`config.mk`:
```
export PLATFORM = sky130hd
export DESIGN_NAME = adc_frame_master
export DESIGN_NICKNAME = d
export VERILOG_FILES = /design/src/rtl/adcm_pkg.sv /design/src/rtl/adcm_tick_gen.sv /design/src/rtl/adcm_cmd_ser.sv /design/src/rtl/adcm_res_cap.sv /design/src/rtl/adc_frame_master.sv
export SDC_FILE = /design/constraint.sdc
export NUM_CORES = 1
export LEC_CHECK = 0
export ABC_AREA = 1
export BUFFER_PORTS_ARGS = -buffer_cell sky130_fd_sc_hd__buf_2
export CAP_MARGIN = 20
export CORE_MARGIN = 3
export CORE_UTILIZATION = 56
export DETAILED_ROUTE_END_ITERATION = 8
export PLACE_DENSITY = 0.85
export SLEW_MARGIN = 40
export SYNTH_ARGS = -nofsm -noshare
export SYNTH_HDL_FRONTEND = slang
export SYNTH_HIERARCHICAL = 1
export SYNTH_SLANG_ARGS = --single-unit
```
`constraint.sdc`:
```
create_clock -name clk -period 2.3 [get_ports clk]
set_input_delay 0.46 -clock clk [delete_from_list [all_inputs] [get_ports clk]]
set_output_delay 0.46 -clock clk [all_outputs]
set_load 0.1 [all_outputs]
```
`src/rtl/adcm_pkg.sv`:
```
`timescale 1ns/1ps
package adcm_pkg;

    typedef enum logic [1:0] {
        ST_IDLE = 2'd0,
        ST_RUN  = 2'd1,
        ST_GAP  = 2'd2
    } fsm_e;

endpackage

```
`src/rtl/adcm_tick_gen.sv`:
```
`timescale 1ns/1ps
module adcm_tick_gen #(
    parameter int HALF_DIV = 4
) (
    input  logic clk,
    input  logic rst_n,
    input  logic en_i,
    output logic tick_o
);
    localparam int CW = $clog2(HALF_DIV + 1);
    localparam logic [CW-1:0] LAST = CW'(HALF_DIV - 1);

    logic [CW-1:0] cnt_d, cnt_q;

    always_comb begin
        tick_o = en_i && (cnt_q == LAST);
        if (!en_i || tick_o) cnt_d = '0;
        else                 cnt_d = cnt_q + 1'b1;
    end

    always_ff @(posedge clk or negedge rst_n) begin
        if (!rst_n) cnt_q <= '0;
        else        cnt_q <= cnt_d;
    end

    // the divider never runs past one half period
    a_r3_div_in_range: assert property (@(posedge clk) disable iff (!rst_n)
        cnt_q <= LAST);

endmodule

```
`src/rtl/adcm_cmd_ser.sv`:
```
`timescale 1ns/1ps
module adcm_cmd_ser #(
    parameter int CMD_BITS = 8,
    parameter int CH_W     = 3
) (
    input  logic            clk,
    input  logic            rst_n,
    input  logic            load_i,
    input  logic [CH_W-1:0] chan_i,
    input  logic            shift_i,
    output logic            bit_o
);
    logic [CMD_BITS-1:0] sr_d, sr_q;

    always_comb begin
        sr_d = sr_q;
        if (load_i) begin
            sr_d = '0;
            sr_d[CMD_BITS-1] = 1'b1;
            sr_d[CMD_BITS-2 -: CH_W] = chan_i;
        end else if (shift_i) begin
            sr_d = {sr_q[CMD_BITS-2:0], 1'b0};
        end
    end

    always_ff @(posedge clk or negedge rst_n) begin
        if (!rst_n) sr_q <= '0;
        else        sr_q <= sr_d;
    end

    assign bit_o = sr_q[CMD_BITS-1];

    // a freshly loaded command always opens with the start bit
    a_r4_start_bit: assert property (@(posedge clk) disable iff (!rst_n)
        load_i |=> bit_o);

endmodule

```
`src/rtl/adcm_res_cap.sv`:
```
`timescale 1ns/1ps
module adcm_res_cap #(
    parameter int RES_BITS = 14,
    parameter int OUT_W    = 16
) (
    input  logic                clk,
    input  logic                rst_n,
    input  logic                clear_i,
    input  logic                sample_i,
    input  logic                bit_i,
    input  logic                commit_i,
    output logic [RES_BITS-1:0] code_o,
    output logic [OUT_W-1:0]    signed_o
);
    localparam int EXT = OUT_W - RES_BITS;

    typedef struct packed {
        logic [RES_BITS-1:0] sh;
        logic [RES_BITS-1:0] code;
    } cap_t;

    cap_t c_d, c_q;

    always_comb begin
        c_d = c_q;
        if (clear_i)       c_d.sh = '0;
        else if (sample_i) c_d.sh = {c_q.sh[RES_BITS-2:0], bit_i};
        if (commit_i)      c_d.code = c_q.sh;
    end

    always_ff @(posedge clk or negedge rst_n) begin
        if (!rst_n) c_q <= '0;
        else        c_q <= c_d;
    end

    assign code_o   = c_q.code;
    assign signed_o = {{EXT{~c_q.code[RES_BITS-1]}}, ~c_q.code[RES_BITS-1],
                       c_q.code[RES_BITS-2:0]};

    // the published code moves only right after a commit
    a_r6_code_holds: assert property (@(posedge clk) disable iff (!rst_n)
        !$past(commit_i) |-> $stable(code_o));

endmodule

```
`src/rtl/adc_frame_master.sv`:
```
`timescale 1ns/1ps
module adc_frame_master
    import adcm_pkg::*;
#(
    parameter int HALF_DIV   = 4,
    parameter int FRAME_CLKS = 32,
    parameter int CMD_BITS   = 8,
    parameter int CH_W       = 3,
    parameter int RES_BITS   = 14,
    parameter int RES_FIRST  = 10,
    parameter int GAP_CLKS   = 1,
    parameter int OUT_W      = 16
) (
    input  logic                clk,
    input  logic                rst_n,
    input  logic                start_i,
    input  logic [CH_W-1:0]     chan_i,
    output logic                cs_n_o,
    output logic                sclk_o,
    output logic                mosi_o,
    input  logic                miso_i,
    output logic                busy_o,
    output logic                done_o,
    output logic [RES_BITS-1:0] code_o,
    output logic [OUT_W-1:0]    signed_o
);
    localparam int HC_MAX = (FRAME_CLKS > GAP_CLKS) ? 2 * FRAME_CLKS : 2 * GAP_CLKS;
    localparam int HC_W   = $clog2(HC_MAX + 1);
    localparam logic [HC_W-1:0] RUN_LAST = HC_W'(2 * FRAME_CLKS - 1);
    localparam logic [HC_W-1:0] GAP_LAST = HC_W'(2 * GAP_CLKS - 1);
    localparam logic [HC_W-1:0] WIN_LO   = HC_W'(2 * (RES_FIRST - 1));
    localparam logic [HC_W-1:0] WIN_HI   = HC_W'(2 * (RES_FIRST + RES_BITS - 2));

    typedef struct packed {
        fsm_e            st;
        logic [HC_W-1:0] hcnt;
        logic            cs_n;
        logic            sclk;
        logic            done;
    } ctl_t;

    localparam ctl_t CTL_RST = '{st: ST_IDLE, hcnt: '0, cs_n: 1'b1, sclk: 1'b0, done: 1'b0};

    ctl_t r_d, r_q;
    logic tick, load, shift, sample, commit;

    adcm_tick_gen #(.HALF_DIV(HALF_DIV)) u_tick (
        .clk    (clk),
        .rst_n  (rst_n),
        .en_i   (r_q.st != ST_IDLE),
        .tick_o (tick)
    );

    always_comb begin
        r_d    = r_q;
        r_d.done = 1'b0;
        load   = 1'b0;
        shift  = 1'b0;
        sample = 1'b0;
        commit = 1'b0;
        case (r_q.st)
            ST_IDLE: begin
                if (start_i) begin
                    r_d.st   = ST_RUN;
                    r_d.cs_n = 1'b0;
                    r_d.sclk = 1'b0;
                    r_d.hcnt = '0;
                    load     = 1'b1;
                end
            end
            ST_RUN: begin
                if (tick) begin
                    r_d.hcnt = r_q.hcnt + 1'b1;
                    if (!r_q.hcnt[0]) begin
                        r_d.sclk = 1'b1;
                        sample   = (r_q.hcnt >= WIN_LO) && (r_q.hcnt <= WIN_HI);
                    end else begin
                        r_d.sclk = 1'b0;
                        shift    = 1'b1;
                        if (r_q.hcnt == RUN_LAST) begin
                            r_d.st   = ST_GAP;
                            r_d.cs_n = 1'b1;
                            r_d.done = 1'b1;
                            r_d.hcnt = '0;
                            commit   = 1'b1;
                        end
                    end
                end
            end
            ST_GAP: begin
                if (tick) begin
                    r_d.hcnt = r_q.hcnt + 1'b1;
                    if (r_q.hcnt == GAP_LAST) begin
                        r_d.st   = ST_IDLE;
                        r_d.hcnt = '0;
                    end
                end
            end
            default: r_d = CTL_RST;
        endcase
    end

    always_ff @(posedge clk or negedge rst_n) begin
        if (!rst_n) r_q <= CTL_RST;
        else        r_q <= r_d;
    end

    adcm_cmd_ser #(.CMD_BITS(CMD_BITS), .CH_W(CH_W)) u_cmd (
        .clk     (clk),
        .rst_n   (rst_n),
        .load_i  (load),
        .chan_i  (chan_i),
        .shift_i (shift),
        .bit_o   (mosi_o)
    );

    adcm_res_cap #(.RES_BITS(RES_BITS), .OUT_W(OUT_W)) u_cap (
        .clk      (clk),
        .rst_n    (rst_n),
        .clear_i  (load),
        .sample_i (sample),
        .bit_i    (miso_i),
        .commit_i (commit),
        .code_o   (code_o),
        .signed_o (signed_o)
    );

    assign cs_n_o = r_q.cs_n;
    assign sclk_o = r_q.sclk;
    assign done_o = r_q.done;
    assign busy_o = (r_q.st != ST_IDLE);

    // serial clock rests low while deselected
    a_r2_sclk_idle_low: assert property (@(posedge clk) disable iff (!rst_n)
        cs_n_o |-> !sclk_o);

    // the strobe coincides with chip select returning high
    a_r6_done_on_deselect: assert property (@(posedge clk) disable iff (!rst_n)
        done_o |-> (cs_n_o && !$past(cs_n_o)));

    // command data is steady while the clock is high
    a_r4_mosi_steady_high: assert property (@(posedge clk) disable iff (!rst_n)
        (sclk_o && $past(sclk_o)) |-> $stable(mosi_o));

    // during the gap a start cannot pull chip select low
    a_r8_gap_keeps_deselect: assert property (@(posedge clk) disable iff (!rst_n)
        (busy_o && cs_n_o) |=> cs_n_o);

endmodule

```
## Yosys cells after proc, flatten, opt, wreduce, memory -nomap -nowiden

Index checks and enable logic that the tools add are counted.

- Equal/unequal tests: 11
- Reduce and logical (&&, ||, !) cells: 12
- Mux-type cells: 27
- Add/sub/neg operators: 2
- Bitwise gates (word level): 2
- Magnitude comparators: 2

Operator list:

| cell | count |
|---|---|
| two-way mux 14 bit | 2 |
| case mux 9 bit (3 select lines) | 1 |
| two-way mux 10 bit | 2 |
| two-way mux 9 bit | 2 |
| two-way mux 8 bit | 2 |
| two-way mux 1 bit | 14 |
| two-way mux 12 bit | 1 |
| != test 2 bit, second input constant | 6 |
| two-way mux 11 bit | 1 |
| adder 7 x 1 -> 7 bit, second input constant | 1 |
| equality test 7 x 1 -> 1 bit, second input constant | 1 |
| equality test 7 x 6 -> 1 bit, second input constant | 1 |
| greater-or-equal comparator 7 x 5 -> 1 bit, second input constant | 1 |
| less-or-equal comparator 7 x 6 -> 1 bit, second input constant | 1 |
| case mux 2 bit (3 select lines) | 1 |
| AND reduction 3 bit | 2 |
| AND reduction 6 bit | 1 |
| nonzero test 2 bit | 3 |
| AND reduction 5 bit | 1 |
| adder 3 x 1 -> 3 bit, second input constant | 1 |
| equality test 3 x 2 -> 1 bit, second input constant | 1 |
| two-way mux 3 bit | 1 |
| equality test 2 x 1 -> 1 bit, second input constant | 1 |
| equality test 2 bit, second input constant | 1 |
| 5 further kinds | 7 |

- Output and inout bits: 35
- Register bits: 51

## Logic depth before layout (Yosys ltp)

- Depth in word-level cells: 7
- Depth in mapped cells: 12
- Mapped depth without buffers: 10

## Cells and area by module

The synthesis kept the hierarchy.

Modules (own cells, without submodules):

| module | times used | seq. area each (µm²) | cells each | area each (µm²) |
|---|---|---|---|---|
| adcm_res_cap | 1 | 700.7 | 149 | 1333.8 |
| adc_frame_master | 1 | 301.5 | 110 | 792.0 |
| adcm_cmd_ser | 1 | 100.1 | 20 | 168.9 |
| adcm_tick_gen | 1 | 75.1 | 14 | 136.4 |

## Least setup slack after synthesis

Ideal clock, no wire load.

- Path type: reg2reg
- Start: reg r_q[11] (netlist bit)
- End: reg u_cap.c_q, in the netlist u_cap/code_o[13]
- Period minus slack after synthesis: 2.403 ns
- Slack: -0.103 ns
- Data required time: 2.204 ns
- Stages on the path, launching flop included: 13
- Library setup time: 0.096 ns
- Arrival: 2.307 ns
- Cell sequence: dfrtp_1 -> nor2_2 -> inv_1 -> nand2_1 -> inv_1 -> nand2_1 -> nor2_1 -> nand3_1 -> inv_1 -> buf_2 -> buf_4 -> nand2_1 -> o21ai_0

- Cells in the longest elaborated chain, start to end: 4

RTL lines:

| item | line | source |
|---|---|---|
| start, declared | adc_frame_master.sv:44 | `ctl_t r_d, r_q;` |
| start signal, assigned | adc_frame_master.sv:105 | `else r_q <= r_d;` |
| nonzero test 2 bit | - |  |
| named net busy_o | adc_frame_master.sv:22 | `output logic busy_o,` |
| logical AND 1 bit | adcm_tick_gen.sv:16 | `tick_o = en_i && (cnt_q == LAST);` |
| named net tick | adc_frame_master.sv:45 | `logic tick, load, shift, sample, commit;` |
| two-way mux 1 bit | adc_frame_master.sv:72 | `if (tick) begin` |
| two-way mux 1 bit | adc_frame_master.sv:61 | `case (r_q.st)` |
| named net commit | adc_frame_master.sv:45 |  |
| end signal, assigned | adcm_res_cap.sv:32 | `if (!rst_n) c_q <= '0;` |
| end signal, assigned | adcm_res_cap.sv:33 | `else c_q <= c_d;` |
| end, declared | adcm_res_cap.sv:22 | `cap_t c_d, c_q;` |

The timed path passes the listed nets, and every way through them passes these cells.
A chain may end at the register's enable or synchronous reset.

## Worst setup path in the final report

- Start: reg u_tick.cnt_q[0]
- End: reg u_cap.c_q, in the netlist u_cap/code_o[3]

- Cells in the longest elaborated chain, start to end: 4

RTL lines:

| item | line | source |
|---|---|---|
| start, declared | adcm_tick_gen.sv:13 | `logic [CW-1:0] cnt_d, cnt_q;` |
| start signal, assigned | adcm_tick_gen.sv:23 | `else cnt_q <= cnt_d;` |
| equality test 3 x 2 -> 1 bit | adcm_tick_gen.sv:16 |  |
| logical AND 1 bit | adcm_tick_gen.sv:16 |  |
| named net tick | adc_frame_master.sv:45 |  |
| two-way mux 1 bit | adc_frame_master.sv:72 |  |
| two-way mux 1 bit | adc_frame_master.sv:61 |  |
| named net commit | adc_frame_master.sv:45 |  |

The timed path passes the listed nets, and every way through them passes these cells.

==> results.yml <==
hold_path:
  hold_path.class: "input port to asynchronous set/reset pin"
placement:
  place_congestion: 0.9080
  place_hpwl_um: 3012
  postPlaceCellArea_um2: 2442
  io_buffer_count: 41
  preCtsSetupSlack_ns: 0.3130
yosys:
  ys_warn_count: 6
  synth_top_area_frac: 0.4735
  yosys_register_bits: 47
  synthArstFlopShare: 1.000
  syn_area_um2: 2431
  yosysMostFrequentCell: "nand2_1"
  synth_ff_type: "dfrtp_1"
  synth_edf_count: 0
  synth.distinct_cells: 28
  synthCells: 293
  syn_avg_cell_area_um2: 8.297
  synth_common_cells: "nand2_1 (85), dfrtp_1 (46), inv_1 (33)"
  seq_area_frac_synth: 0.4843
  synth.area.top_cells: "dfrtp_1 (47%), nand2_1 (13%), buf_4 (9.9%)"
  synth_area_leader_cell: "dfrtp_1"
  syn_nets: 305
clock_network:
  post_cts_buffers: 0
  clk_path_buf_depth: 2
  cts.repair.resized: 0
  root_buffer: "clkbuf_8"
  cts_made_buffers: 5
  htree_levels: 2
  cts_hold_buf: 0
  path_clk_slew_ns: 0.09
  cts.sinks: 47
  cts_tree: "done"
  clock_latency_ns: 0.31
floorplan:
  die_w_um: 71.89
  fp.dieArea_um2: 5167
  die_height_um: 71.89
  core.rowCount: 23
  ios: 42
  core_area_um2: 4086
  start_util: 0.5949
sta:
  tightest_slew_ns: 0.5798
  max_freq_ghz: 0.4956
  setup_viol: 0
  rsz0062_at_grt: "no"
  hold_viol: 0
  max_slew_margin: 0.6135
  totalNegativeSetupSlack_ns: 0
  fin_ws_ns: 0.2824
  min_period_over_period: 0.8772
  slew_viol_final: 0
  fin_crit_ns: 2.018
  finClkSkew_ns: 0.01342
cells_and_area:
  n_antenna_cell: 0
  layout.nets: 320
  utilization: 0.6258
  drive_above_1_share: 0.2201
  postLayoutCellArea_um2: 2557
  synthToLayoutAreaGrowth_pct: 5.198
global_routing:
  grt_pass1_vias: 1673
  gr-usage-all-layers: 0.1861
  antenna_found_initial: 0
  overflow: 0
  grt_pass1_wl_um: 7507
  grt_max_degree: 48
worst_setup_path:
  crit_required_ns: 2.47
  r2r_start: "u_tick/cnt_q[0]$_DFF_PN0_"
  path_class: "flip-flop to flip-flop"
  rrSetupSlack_ns: 0.28
  worstRegToRegCells: 10
  cp-start-kind: "flip-flop"
  arrival_ns: 2.19
  end_kind: "flip-flop"
  path_depth: 10
  crit_buf_inv: 3
  cpMaxStageDelayCell: "dfrtp_1"
  critPathMaxStageDelay_ns: 0.36
  startpoint: "u_tick/cnt_q[0]$_DFF_PN0_"
  endpoint: "u_cap/code_o[3]$_DFFE_PN0P_"
  cp_max_fo: 29
  reg2reg_to: "u_cap/code_o[3]$_DFFE_PN0P_"
  path_cells: "ha_1 -> ha_1 -> nand2_1 -> inv_1 -> nand2_1 -> nor2_1 -> nand3_1 -> inv_1 -> buf_4 -> o21ai_0"
  critical_path.top_delay_family: "simple AND/OR/NAND/NOR gates"
power_and_ir_drop:
  leakage_nw: 1.429
  seq_power_share: 0.560
  power_switching_mw: 0.3177
  p_sw_frac: 0.2153
  vdd_drop_max_mv: 0.3016
  combinationalPowerShare: 0.015
  power.total_mw: 1.476
  clockPowerShare: 0.426
  power.internal_mw: 1.158
  p_per_area_nw_per_um2: 577.0
route:
  drt_iter0_drc: 145
  wl_um: 4222
  drtAntennaViolNets: 0
  vias: 1793
  drc: 0
  detail_route.wl_per_cell_um: 11.76
  routed_via_density: 4.994
  dr.pass1.iters: 4
job:
  drv_cap: 0
status:
  outcome: "completed"
==> metal layers <==
metal,global-route usage,up-vias,share of wire
met5,0,-,0
met4,0.07933,0,0.022
met3,0.04769,12,0.057
met2,0.2878,56,0.45
met1,0.2491,817,0.47
li1,-,908,-
==> layout make-up <==
type	instances	area (µm²)
fillers	343	1529
flip-flops and latches	47	1177
multi-input cells	173	832.0
repair buffers	44	227.7
inverters	37	142.6
clock buffers	5	68.82
well taps	50	62.56
clock inverters	3	46.29
==> cells by family (layout without fill, tap and decap cells) <==
| kind of cell | Yosys count | in the layout | synth area share |
|---|---|---|---|
| AO/OA/AOI/OAI | 22 | 22 | 0.04992 |
| buffers and inverters | 73 | 89 | 0.1734 |
| adder cells (fa/ha/maj) | 5 | 5 | 0.02573 |
| flip-flops | 47 | 47 | 0.4843 |
| AND/OR/NAND/NOR | 146 | 146 | 0.2666 |
==> flip-flops by register name (all words and copies together) (netlist names) <==
signal        count
u_cmd/sr_q        4
u_cap/c_q        14
cs_n_o            1
sclk_o            1
r_q               9
done_o            1
u_cap/code_o     14
u_tick/cnt_q      3
==> worst reg2reg max path, cell delays in order (launching register included) <==
cell and delay [ns]:
dfrtp_1 0.36, ha_1 0.15, ha_1 0.17, nand2_1 0.06, inv_1 0.13, nand2_1 0.09
nor2_1 0.29, nand3_1 0.15, inv_1 0.08, buf_4 0.25, o21ai_0 0.16
==> worst min path at each step <==
stage	start	end	slack, ns
final	rst_n	u_cap/code_o[7]$_DFFE_PN0P_	0.21
after global routing	rst_n	u_cap/code_o[6]$_DFFE_PN0P_	0.27
after CTS	rst_n	u_cap/code_o[6]$_DFFE_PN0P_	0.25
after detailed placement	u_tick/cnt_q[0]$_DFF_PN0_	u_tick/cnt_q[0]$_DFF_PN0_	0.42
after global placement	u_tick/cnt_q[0]$_DFF_PN0_	u_tick/cnt_q[0]$_DFF_PN0_	0.42
after floorplan	rst_n	done_o$_DFF_PN0_	0.16
==> metrics by stage <==
stage / hold WS, ns / cells
2_1_floorplan: 0.1644 / 293
3_3_place_gp: 0.4176 / 351
3_5_place_dp: 0.4240 / 351
4_1_cts: 0.2509 / 359
5_1_grt: 0.2680 / 359
6_report: 0.2141 / 359
==> layout by cell type (no fill, tap or decap), drive strengths merged <==
| cell type | instances |
|---|---|
| bufinv | 1 |
| and2 | 1 |
| ha | 5 |
| o21ai | 16 |
| nand4 | 2 |
| clkinv | 1 |
| nand3 | 34 |
| clkbuf | 5 |
| nand2 | 87 |
| dfrtp | 46 |
| o21bai | 1 |
| a21o | 1 |
| dfstp | 1 |
| o211ai | 1 |
| nor2 | 22 |
| inv | 36 |
| a21oi | 3 |
| buf | 44 |
| clkinvlp | 2 |
==> power groups by stage <==
| stage | Sequential, mW | Combinational [mW] | Clock (mW) |
|---|---|---|---|
| after floorplan | 0.842 | 0.0000299 | 0 |
| after global placement | 0.842 | 0.0229 | 0 |
| after detailed placement | 0.842 | 0.0234 | 0 |
| after CTS | 0.826 | 0.0234 | 0.642 |
| after global routing | 0.826 | 0.0262 | 0.676 |
| final | 0.826 | 0.0218 | 0.628 |
Note: power is estimated with default switching activity, not from simulation.
